===== config.mk =====
export PLATFORM = sky130hd
export DESIGN_NAME = hwmon_regfile
export DESIGN_NICKNAME = d
export VERILOG_FILES = /design/src/rtl/hwmon_pkg.sv /design/src/rtl/hwmon_index_ctl.sv /design/src/rtl/hwmon_main_file.sv /design/src/rtl/hwmon_meas_capture.sv /design/src/rtl/hwmon_tset.sv /design/src/rtl/hwmon_regfile.sv
export SDC_FILE = /design/constraint.sdc
export NUM_CORES = 2
export LEC_CHECK = 0
export ABC_AREA = 1
export BUFFER_PORTS_ARGS = -buffer_cell sky130_fd_sc_hd__clkbuf_2
export CAP_MARGIN = 0
export CORE_MARGIN = 2
export CORE_UTILIZATION = 61
export CTS_CLUSTER_DIAMETER = 150
export DETAILED_ROUTE_END_ITERATION = 12
export PLACE_DENSITY_LB_ADDON = 0.2
export SYNTH_ARGS = -nofsm -noshare
export SYNTH_HDL_FRONTEND = slang
export SYNTH_SLANG_ARGS = --single-unit

===== constraint.sdc =====
create_clock -name clk -period 5.1 [get_ports clk]
set_input_delay 0.51 -clock clk [delete_from_list [all_inputs] [get_ports clk]]
set_output_delay 0.51 -clock clk [all_outputs]
set_load 0.01 [all_outputs]

===== src/rtl/hwmon_pkg.sv =====
package hwmon_pkg;

    localparam int IDX_W      = 7;
    localparam int DATA_W     = 8;
    localparam int N_VOLT     = 7;
    localparam int N_FAN      = 3;
    localparam int MEAS_N     = N_VOLT + 1 + N_FAN;
    localparam int MAIN_DEPTH = 96;
    localparam int NUM_TSETS  = 2;
    localparam int TSET_SLOTS = 8;
    localparam logic [15:0] VENDOR_ID = 16'h5CA3;
    localparam logic [7:0]  CHIP_ID   = 8'h10;

    localparam logic [6:0] A_MEAS_BASE  = 7'h20;
    localparam logic [6:0] A_MEAS_LAST  = 7'h2A;
    localparam logic [6:0] A_CONFIG     = 7'h40;
    localparam logic [6:0] A_FAN_DIV_A  = 7'h47;
    localparam logic [6:0] A_BUS_ADDR   = 7'h48;
    localparam logic [6:0] A_FAN_DIV_B  = 7'h4B;
    localparam logic [6:0] A_BANK_CTL   = 7'h4E;
    localparam logic [6:0] A_VENDOR     = 7'h4F;
    localparam logic [6:0] A_TSET_BASE  = 7'h50;
    localparam logic [6:0] A_TSET_LAST  = 7'h56;
    localparam logic [6:0] A_CHIP_ID    = 7'h58;
    localparam logic [6:0] A_ALIAS_BASE = 7'h60;

    typedef enum logic {
        PORT_INDEX = 1'b0,
        PORT_DATA  = 1'b1
    } port_e;

    typedef struct packed {
        logic              valid;
        port_e             port;
        logic              write;
        logic [DATA_W-1:0] wdata;
    } host_acc_t;

    function automatic logic steps_index(input logic [IDX_W-1:0] a);
        return (a == 7'h41) || (a == 7'h43) || (a == 7'h45) || (a == 7'h56) ||
               ((a >= A_ALIAS_BASE) && (a <= 7'h7E));
    endfunction

    function automatic logic [IDX_W-1:0] fold_alias(input logic [IDX_W-1:0] a);
        return (a >= A_ALIAS_BASE) ? {1'b0, a[5:0]} : a;
    endfunction

    function automatic logic write_locked(input logic [IDX_W-1:0] a);
        return ((a >= A_MEAS_BASE) && (a <= A_MEAS_LAST)) ||
               (a == 7'h41) || (a == 7'h42) || (a == A_VENDOR) || (a == A_CHIP_ID);
    endfunction

    function automatic logic [DATA_W-1:0] main_default(input logic [IDX_W-1:0] a);
        case (a)
            A_CONFIG:    return 8'h08;
            7'h46:       return 8'h40;
            A_FAN_DIV_A: return 8'h50;
            A_BUS_ADDR:  return 8'h2D;
            7'h49:       return 8'h02;
            A_FAN_DIV_B: return 8'h44;
            7'h4C:       return 8'h01;
            7'h4D:       return 8'h15;
            A_BANK_CTL:  return 8'h80;
            7'h57:       return 8'h80;
            A_CHIP_ID:   return CHIP_ID;
            default:     return 8'h00;
        endcase
    endfunction

    function automatic logic [DATA_W-1:0] tset_default(input logic [2:0] off);
        case (off)
            3'd3:    return 8'h4B;
            3'd5:    return 8'h50;
            default: return 8'h00;
        endcase
    endfunction

    function automatic logic [DATA_W-1:0] fan_scale(input logic [DATA_W-1:0] cnt,
                                                    input logic [1:0] n);
        logic [DATA_W-1:0] r;
        r = cnt >> n;
        if ((cnt != '0) && (r == '0)) r = 8'd1;
        return r;
    endfunction

endpackage


===== src/rtl/hwmon_index_ctl.sv =====
module hwmon_index_ctl
    import hwmon_pkg::*;
(
    input  logic             clk,
    input  logic             rst,
    input  logic             idx_wr,
    input  logic [IDX_W-1:0] idx_wdata,
    input  logic             data_acc,
    input  logic             bank_zero,
    output logic [IDX_W-1:0] idx_q
);

    logic step;
    assign step = data_acc && bank_zero && steps_index(idx_q);

    always_ff @(posedge clk) begin
        if (rst)         idx_q <= '0;
        else if (idx_wr) idx_q <= idx_wdata;
        else if (step)   idx_q <= idx_q + 7'd1;
    end

    // listed registers in bank 0 advance the index
    a_r2_index_steps: assert property (@(posedge clk) disable iff (rst)
        (data_acc && bank_zero && steps_index(idx_q)) |=> (idx_q == $past(idx_q) + 7'd1));

    // all other data accesses leave the index alone
    a_r2_index_holds: assert property (@(posedge clk) disable iff (rst)
        (data_acc && !idx_wr && !(bank_zero && steps_index(idx_q))) |=> $stable(idx_q));

endmodule


===== src/rtl/hwmon_main_file.sv =====
module hwmon_main_file
    import hwmon_pkg::*;
(
    input  logic                  clk,
    input  logic                  rst,
    input  logic                  init,
    input  logic                  wr_en,
    input  logic [IDX_W-1:0]      wr_addr,
    input  logic [DATA_W-1:0]     wdata,
    input  logic [IDX_W-1:0]      rd_addr,
    output logic [DATA_W-1:0]     rd_val,
    output logic [2:0]            bank_num,
    output logic                  vid_hi,
    output logic [N_FAN-1:0][1:0] fan_div
);

    logic [DATA_W-1:0] mem [MAIN_DEPTH];

    always_ff @(posedge clk) begin
        if (rst) begin
            for (int i = 0; i < MAIN_DEPTH; i++) mem[i] <= main_default(IDX_W'(i));
        end else if (init) begin
            for (int i = 0; i < MAIN_DEPTH; i++)
                if (IDX_W'(i) != A_BUS_ADDR) mem[i] <= main_default(IDX_W'(i));
        end else if (wr_en && !write_locked(wr_addr)) begin
            mem[wr_addr] <= wdata;
        end
    end

    assign rd_val     = mem[rd_addr];
    assign bank_num   = mem[A_BANK_CTL][2:0];
    assign vid_hi     = mem[A_BANK_CTL][7];
    assign fan_div[0] = mem[A_FAN_DIV_A][5:4];
    assign fan_div[1] = mem[A_FAN_DIV_A][7:6];
    assign fan_div[2] = mem[A_FAN_DIV_B][7:6];

    logic [DATA_W-1:0] tgt_now;
    assign tgt_now = mem[wr_addr];

    // locked registers keep their content across a write
    a_r4_locked_kept: assert property (@(posedge clk) disable iff (rst)
        (wr_en && !init && write_locked(wr_addr)) |=> (mem[$past(wr_addr)] == $past(tgt_now)));

    // soft initialization keeps the bus address
    a_r5_bus_addr_kept: assert property (@(posedge clk) disable iff (rst)
        init |=> (mem[A_BUS_ADDR] == $past(mem[A_BUS_ADDR])));

    // soft initialization restores control defaults
    a_r5_defaults_back: assert property (@(posedge clk) disable iff (rst)
        init |=> (mem[A_CONFIG] == 8'h08 && mem[A_BANK_CTL] == 8'h80));

endmodule


===== src/rtl/hwmon_meas_capture.sv =====
module hwmon_meas_capture
    import hwmon_pkg::*;
(
    input  logic                        clk,
    input  logic                        rst,
    input  logic [N_VOLT*DATA_W-1:0]    volt_bus,
    input  logic [DATA_W-1:0]           temp_main,
    input  logic [N_FAN*DATA_W-1:0]     fan_bus,
    input  logic [N_FAN-1:0][1:0]       fan_div,
    output logic [MEAS_N-1:0][DATA_W-1:0] meas_q
);

    localparam int TEMP_SLOT = N_VOLT;
    localparam int FAN_SLOT  = N_VOLT + 1;

    for (genvar v = 0; v < N_VOLT; v++) begin : g_volt
        always_ff @(posedge clk) begin
            if (rst) meas_q[v] <= '0;
            else     meas_q[v] <= volt_bus[v*DATA_W +: DATA_W];
        end
    end

    always_ff @(posedge clk) begin
        if (rst) meas_q[TEMP_SLOT] <= '0;
        else     meas_q[TEMP_SLOT] <= temp_main;
    end

    for (genvar f = 0; f < N_FAN; f++) begin : g_fan
        always_ff @(posedge clk) begin
            if (rst) meas_q[FAN_SLOT+f] <= '0;
            else     meas_q[FAN_SLOT+f] <= fan_scale(fan_bus[f*DATA_W +: DATA_W], fan_div[f]);
        end

        // an absent fan reads zero, a present one never reads zero
        a_r9_fan_presence: assert property (@(posedge clk) disable iff (rst)
            1'b1 |=> ((meas_q[FAN_SLOT+f] == '0) == ($past(fan_bus[f*DATA_W +: DATA_W]) == '0)));
    end

endmodule


===== src/rtl/hwmon_tset.sv =====
module hwmon_tset
    import hwmon_pkg::*;
(
    input  logic              clk,
    input  logic              rst,
    input  logic              init,
    input  logic              wr_en,
    input  logic [2:0]        wr_off,
    input  logic [DATA_W-1:0] wdata,
    input  logic [15:0]       temp_in,
    input  logic [2:0]        rd_off,
    output logic [DATA_W-1:0] rd_val
);

    logic [DATA_W-1:0] lim [TSET_SLOTS];
    logic [15:0]       temp_q;

    always_ff @(posedge clk) begin
        if (rst) temp_q <= '0;
        else     temp_q <= temp_in;
    end

    always_ff @(posedge clk) begin
        if (rst || init) begin
            for (int i = 0; i < TSET_SLOTS; i++) lim[i] <= tset_default(3'(i));
        end else if (wr_en && (wr_off >= 3'd2)) begin
            lim[wr_off] <= wdata;
        end
    end

    always_comb begin
        case (rd_off)
            3'd0:    rd_val = temp_q[15:8];
            3'd1:    rd_val = temp_q[7:0];
            default: rd_val = lim[rd_off];
        endcase
    end

    // writable slots take the written byte
    a_r8_slot_written: assert property (@(posedge clk) disable iff (rst)
        (wr_en && !init && wr_off >= 3'd2) |=> (lim[$past(wr_off)] == $past(wdata)));

endmodule


===== src/rtl/hwmon_regfile.sv =====
module hwmon_regfile
    import hwmon_pkg::*;
(
    input  logic        clk,
    input  logic        rst,
    input  logic        acc_valid,
    input  logic        acc_sel,
    input  logic        acc_write,
    input  logic [7:0]  acc_wdata,
    output logic [7:0]  rd_data,
    input  logic [55:0] volt_bus,
    input  logic [7:0]  temp_main,
    input  logic [23:0] fan_bus,
    input  logic [31:0] temp_aux
);

    localparam int TS_W = (NUM_TSETS > 1) ? $clog2(NUM_TSETS) : 1;

    host_acc_t acc;
    assign acc = '{valid: acc_valid, port: port_e'(acc_sel), write: acc_write, wdata: acc_wdata};

    logic idx_wr, idx_rd, data_acc, data_wr, data_rd;
    assign idx_wr   = acc.valid && (acc.port == PORT_INDEX) && acc.write;
    assign idx_rd   = acc.valid && (acc.port == PORT_INDEX) && !acc.write;
    assign data_acc = acc.valid && (acc.port == PORT_DATA);
    assign data_wr  = data_acc && acc.write;
    assign data_rd  = data_acc && !acc.write;

    logic [IDX_W-1:0]      idx_q, eff;
    logic [2:0]            bank_num;
    logic                  bank_zero, vid_hi, tset_hit, init_req, main_wr;
    logic [TS_W-1:0]       tsel;
    logic [N_FAN-1:0][1:0] fan_div;
    logic [DATA_W-1:0]     main_rd, rd_next;
    logic [MEAS_N-1:0][DATA_W-1:0] meas_q;
    logic [DATA_W-1:0]     tset_rd [NUM_TSETS];
    logic [3:0]            moff;

    assign eff       = fold_alias(idx_q);
    assign bank_zero = (bank_num == 3'd0);
    assign tset_hit  = !bank_zero && (idx_q >= A_TSET_BASE) && (idx_q <= A_TSET_LAST);
    assign tsel      = (int'(bank_num) > NUM_TSETS) ? TS_W'(NUM_TSETS - 1)
                                                    : TS_W'(bank_num - 3'd1);
    assign init_req  = data_wr && !tset_hit && (eff == A_CONFIG) && acc.wdata[7];
    assign main_wr   = data_wr && !tset_hit && !init_req;
    assign moff      = 4'(eff - A_MEAS_BASE);

    hwmon_index_ctl u_index (
        .clk       (clk),
        .rst       (rst),
        .idx_wr    (idx_wr),
        .idx_wdata (acc.wdata[IDX_W-1:0]),
        .data_acc  (data_acc),
        .bank_zero (bank_zero),
        .idx_q     (idx_q)
    );

    hwmon_main_file u_main (
        .clk      (clk),
        .rst      (rst),
        .init     (init_req),
        .wr_en    (main_wr),
        .wr_addr  (eff),
        .wdata    (acc.wdata),
        .rd_addr  (eff),
        .rd_val   (main_rd),
        .bank_num (bank_num),
        .vid_hi   (vid_hi),
        .fan_div  (fan_div)
    );

    hwmon_meas_capture u_meas (
        .clk       (clk),
        .rst       (rst),
        .volt_bus  (volt_bus),
        .temp_main (temp_main),
        .fan_bus   (fan_bus),
        .fan_div   (fan_div),
        .meas_q    (meas_q)
    );

    for (genvar g = 0; g < NUM_TSETS; g++) begin : g_tset
        hwmon_tset u_tset (
            .clk     (clk),
            .rst     (rst),
            .init    (init_req),
            .wr_en   (data_wr && tset_hit && (tsel == TS_W'(g))),
            .wr_off  (idx_q[2:0]),
            .wdata   (acc.wdata),
            .temp_in (temp_aux[g*16 +: 16]),
            .rd_off  (idx_q[2:0]),
            .rd_val  (tset_rd[g])
        );
    end

    always_comb begin
        if (acc.port == PORT_INDEX)
            rd_next = {1'b0, idx_q};
        else if (tset_hit)
            rd_next = tset_rd[tsel];
        else if ((eff >= A_MEAS_BASE) && (eff <= A_MEAS_LAST))
            rd_next = meas_q[moff];
        else if (eff == A_VENDOR)
            rd_next = vid_hi ? VENDOR_ID[15:8] : VENDOR_ID[7:0];
        else
            rd_next = main_rd;
    end

    always_ff @(posedge clk) begin
        if (rst)                  rd_data <= '0;
        else if (idx_rd || data_rd) rd_data <= rd_next;
    end

    // index reads show the index with bit 7 clear
    a_r1_index_read: assert property (@(posedge clk) disable iff (rst)
        idx_rd |=> (rd_data == {1'b0, $past(idx_q)}));

    // read data holds between reads
    a_r11_rd_hold: assert property (@(posedge clk) disable iff (rst)
        !(idx_rd || data_rd) |=> $stable(rd_data));

    // the identifier address yields one of the two identifier bytes
    a_r7_vendor_byte: assert property (@(posedge clk) disable iff (rst)
        (data_rd && !tset_hit && eff == A_VENDOR) |=>
        (rd_data == VENDOR_ID[15:8] || rd_data == VENDOR_ID[7:0]));

endmodule


==> impl_metrics.yaml <==
global_route:
  grt_max_degree: 175
  grtUsageMet2_pct: 53.1
  global_route.usage.met1_pct: 44.4
  grt_use_met3_pct: 5.64
  grt_first_pass_wirelength_um: 193000
  antenna_found_initial: 3
  top_usage_layer: "met2"
  grt_overflow: 0
  grt_pass1_vias: 33690
  grt_usage_pct: 33.0
synthesis:
  yosysSeqAreaShare_pct: 65.1
  synth_largest_area_cell: "edfxtp_1"
  synth_ff_type: "edfxtp_1"
  synth.avg_cell_area_um2: 9.40
  synth-seq-cells: 1034
  netlist.area_leader.share_pct: 59.0
  synth_cells: 4848
  synth_area_um2: 45600
  async_flop_share_pct: 0
  synth_edf_count: 896
  ys_types: 49
  synthTopCellsByCount: "nor2_1, nand2_1, edfxtp_1"
  yosysWarnings: 0
  yosys-top-cells-area: "edfxtp_1, nor2_1, nand2_1"
  yosysMostFrequentCell: "nor2_1"
worst_hold_path:
  worstHoldPathCells: 3
  hp-start: "temp_aux[29]"
  hp-class: "in2reg"
  worstHoldEndpoint: "g_tset[1].u_tset.temp_q[13]$_SDFF_PP0_"
cells_and_area:
  drive_gt1_share_pct: 8.77
  register_area_um2: 29700
  multi_input_area_um2: 14400
  final-instance-count-excl-fill: 6043
  fill_cells: 5663
  area_growth_pct: 11.3
  nets: 5123
setup_path:
  cp-start-kind: "flop"
  cp-end-kind: "flop"
  worst_r2r_endpoint: "u_main.mem[21][6]$_SDFFCE_PN0P_"
  worstSetupPathType: "reg2reg"
  crit_path_cell_trace: "inv_8 > ha_1 > buf_4 > inv_1 > nor2_1 > a31oi_1 > nand4_1 > nor2_4 > nand2_1 > nor2_2 > nand2_2 > nand2_1"
  crit_top_cell: "nand2_1"
  reg2regPathDepth: 12
  critPathSlowestCell: "dfxtp_4"
  crit_family: "simple AND/OR/NAND/NOR gates"
  cp.required_ns: 5.44
  cp_num_buf_inv: 3
  cp.arrival_ns: 4.74
  r2r-start: "u_index.idx_q[0]$_SDFFE_PP0N_"
  reg2reg_slack_ns: 0.71
  worstPathMaxFanout: 67
  max_stage_delay_ns: 0.75
routing:
  drt-vias-per-instance: 5.83
  postRouteAntennaNets: 0
  drc: 0
  wl_per_cell_um: 21.2
  drtIter0Drc: 4617
  firstDrtPassIters: 6
  routed_wl_um: 128000
  routed-via-count: 35249
clock_network:
  root_buffer: "clkbuf_16"
  htreeDepth: 3
  path_clk_slew_ns: 0.07
  cts_sinks: 1034
  clk_latency_ns: 0.68
  cts_tree: "built"
  cts_buffer_depth: 3
  cts_buffers: 101
  post_cts_resized: 0
power_and_ir_drop:
  leakagePower_nw: 21.0
  switching_share_pct: 23.8
  p_comb_share_pct: 7.2
  p_switching_w: 0.00437
  powerDensity_nw_per_um2: 362
  p_int_w: 0.0140
  power.share.sequential_pct: 52.5
  pwr-share-clk_pct: 40.3
  ir_drop_mv: 0.284
sta:
  fmax_ghz: 0.228
  slew_headroom_pct: 16.6
  period_share_pct: 86.1
  finalSetupViolations: 0
  fin_crit_ns: 4.39
  rsz0062_at_grt: "no"
  finalHoldViolCount: 0
  whs_ns: 0.0216
  worst_pin_slew_ns: 1.25
  setup_tns_ns: 0
  skew_ns: 0.0201
  slew_viol_final: 0
placement:
  portBuffers: 140
  gp_congestion: 0.909
  place_inst: 5849
  dp_hpwl_um: 78500
floorplan:
  start_util_pct: 61.4
  core-area_um2: 74200
  num_io_pins: 141
  row_count: 100
  fp.dieH_um: 277
  die_width_um: 277
  design.die.area_um2: 76900
run:
  maxCapViolCount: 0
run_status:
  status: "finished clean"
==> tightest hold or removal path: stages <==
cell and delay, ns:
clkbuf_2 0.08, inv_1 0.04, nor2_1 0.03
==> state kept, by name, summed over array words and instances, names as in the netlist, named ones only <==
register	count
rd_data	8
g_tset.u_tset.temp_q	32
u_index.idx_q	7
g_tset.u_tset.lim	128
u_meas.meas_q	88
u_main.mem	768
==> worst max-delay path by stage <==
stage | from | endpoint | slack (ns) | depth (start not counted)
after floorplan | u_index.idx_q[0]$_SDFFE_PP0N_ | u_main.mem[86][0]$_SDFFCE_PN0P_ | 1.52 | 14
after global placement | u_index.idx_q[0]$_SDFFE_PP0N_ | u_main.mem[19][4]$_SDFFCE_PN0P_ | 0.91 | 12
after detailed placement | u_index.idx_q[0]$_SDFFE_PP0N_ | u_main.mem[19][4]$_SDFFCE_PN0P_ | 0.80 | 12
after CTS | u_index.idx_q[0]$_SDFFE_PP0N_ | u_main.mem[23][4]$_SDFFCE_PN0P_ | 0.80 | 12
after global routing | u_index.idx_q[0]$_SDFFE_PP0N_ | u_main.mem[19][7]$_SDFFCE_PN0P_ | 0.48 | 12
final | u_index.idx_q[0]$_SDFFE_PP0N_ | u_main.mem[21][6]$_SDFFCE_PN0P_ | 0.71 | 12
==> cell families (layout without fill, tap and decap cells) <==
logic type      after synthesis  after routing  synth area share, %
other cells                   1            138              0.00823
buf+inv                     561            650                 4.65
flops                      1034           1034                 65.1
simple gates               2592           2592                 22.2
fa+ha+maj                     4              4                0.110
xor+xnor                      1              1               0.0192
mux                           1              1               0.0220
compound gates              654            654                 7.94
==> final cells by class <==
class | count | area share (%)
Multi-Input combinational cell | 3388 | 28.3
Antenna cell | 2 | 0.00986
Inverter | 266 | 2.04
Sequential cell | 1034 | 58.5
Clock inverter | 58 | 1.08
Clock buffer | 131 | 5.35
Timing Repair Buffer | 195 | 2.34
Tap cell | 969 | 2.39
==> per-layer routing <==
layer  wire [µm]  vias to the layer above
li1            -                    16198
met1       47900                    16538
met2       59900                     2162
met3       14500                      349
met4        5650                        2
met5           9                        -
==> power by group through the flow <==
stage | Sequential, W | Combinational, W | Clock (W)
after floorplan | 0.00976 | 0.000799 | 0
after global placement | 0.00980 | 0.00126 | 0
after detailed placement | 0.00981 | 0.00128 | 0
after CTS | 0.00964 | 0.00129 | 0.00741
after global routing | 0.00966 | 0.00143 | 0.00775
final | 0.00964 | 0.00133 | 0.00740
==> cells in the final DEF (no fill, tap or decap), types with 21 or more instances in the layout <==
cell | synthesis | layout
nor2_1 | 1357 | 1347
dfxtp_1 | 138 | 134
o21ai_0 | 417 | 417
o211ai_1 | 25 | 25
clkbuf_16 | 0 | 103
nand3_1 | 60 | 60
clkbuf_1 | 257 | 25
nand4_1 | 21 | 21
o22ai_1 | 61 | 61
clkinv_1 | 6 | 24
conb_1 | 1 | 136
nand2_2 | 35 | 35
edfxtp_1 | 896 | 896
a21oi_1 | 91 | 91
nand2_1 | 1066 | 1066
inv_1 | 239 | 236
or2_2 | 22 | 22
buf_4 | 0 | 48
clkbuf_2 | 0 | 139
==> metrics by stage <==
step,utilization (%),setup WS [ns],total power (W),instance area (µm²)
final,68.4,0.707,0.0184,50700
after detailed placement,64.0,0.799,0.0111,47400
after global routing,68.4,0.479,0.0188,50700
after floorplan,-,1.52,0.0106,46100
after CTS,68.4,0.799,0.0183,50700
after global placement,64.0,0.905,0.0111,47400
==> repair_timing <==
item / in CTS / in global routing
setup buffers: 0 / 0
endpoints found under the setup margin: 0 / 0
hold buffers: 3 / 0
endpoints found under the hold margin: 3 / 0
(Power assumes the default switching activity.)
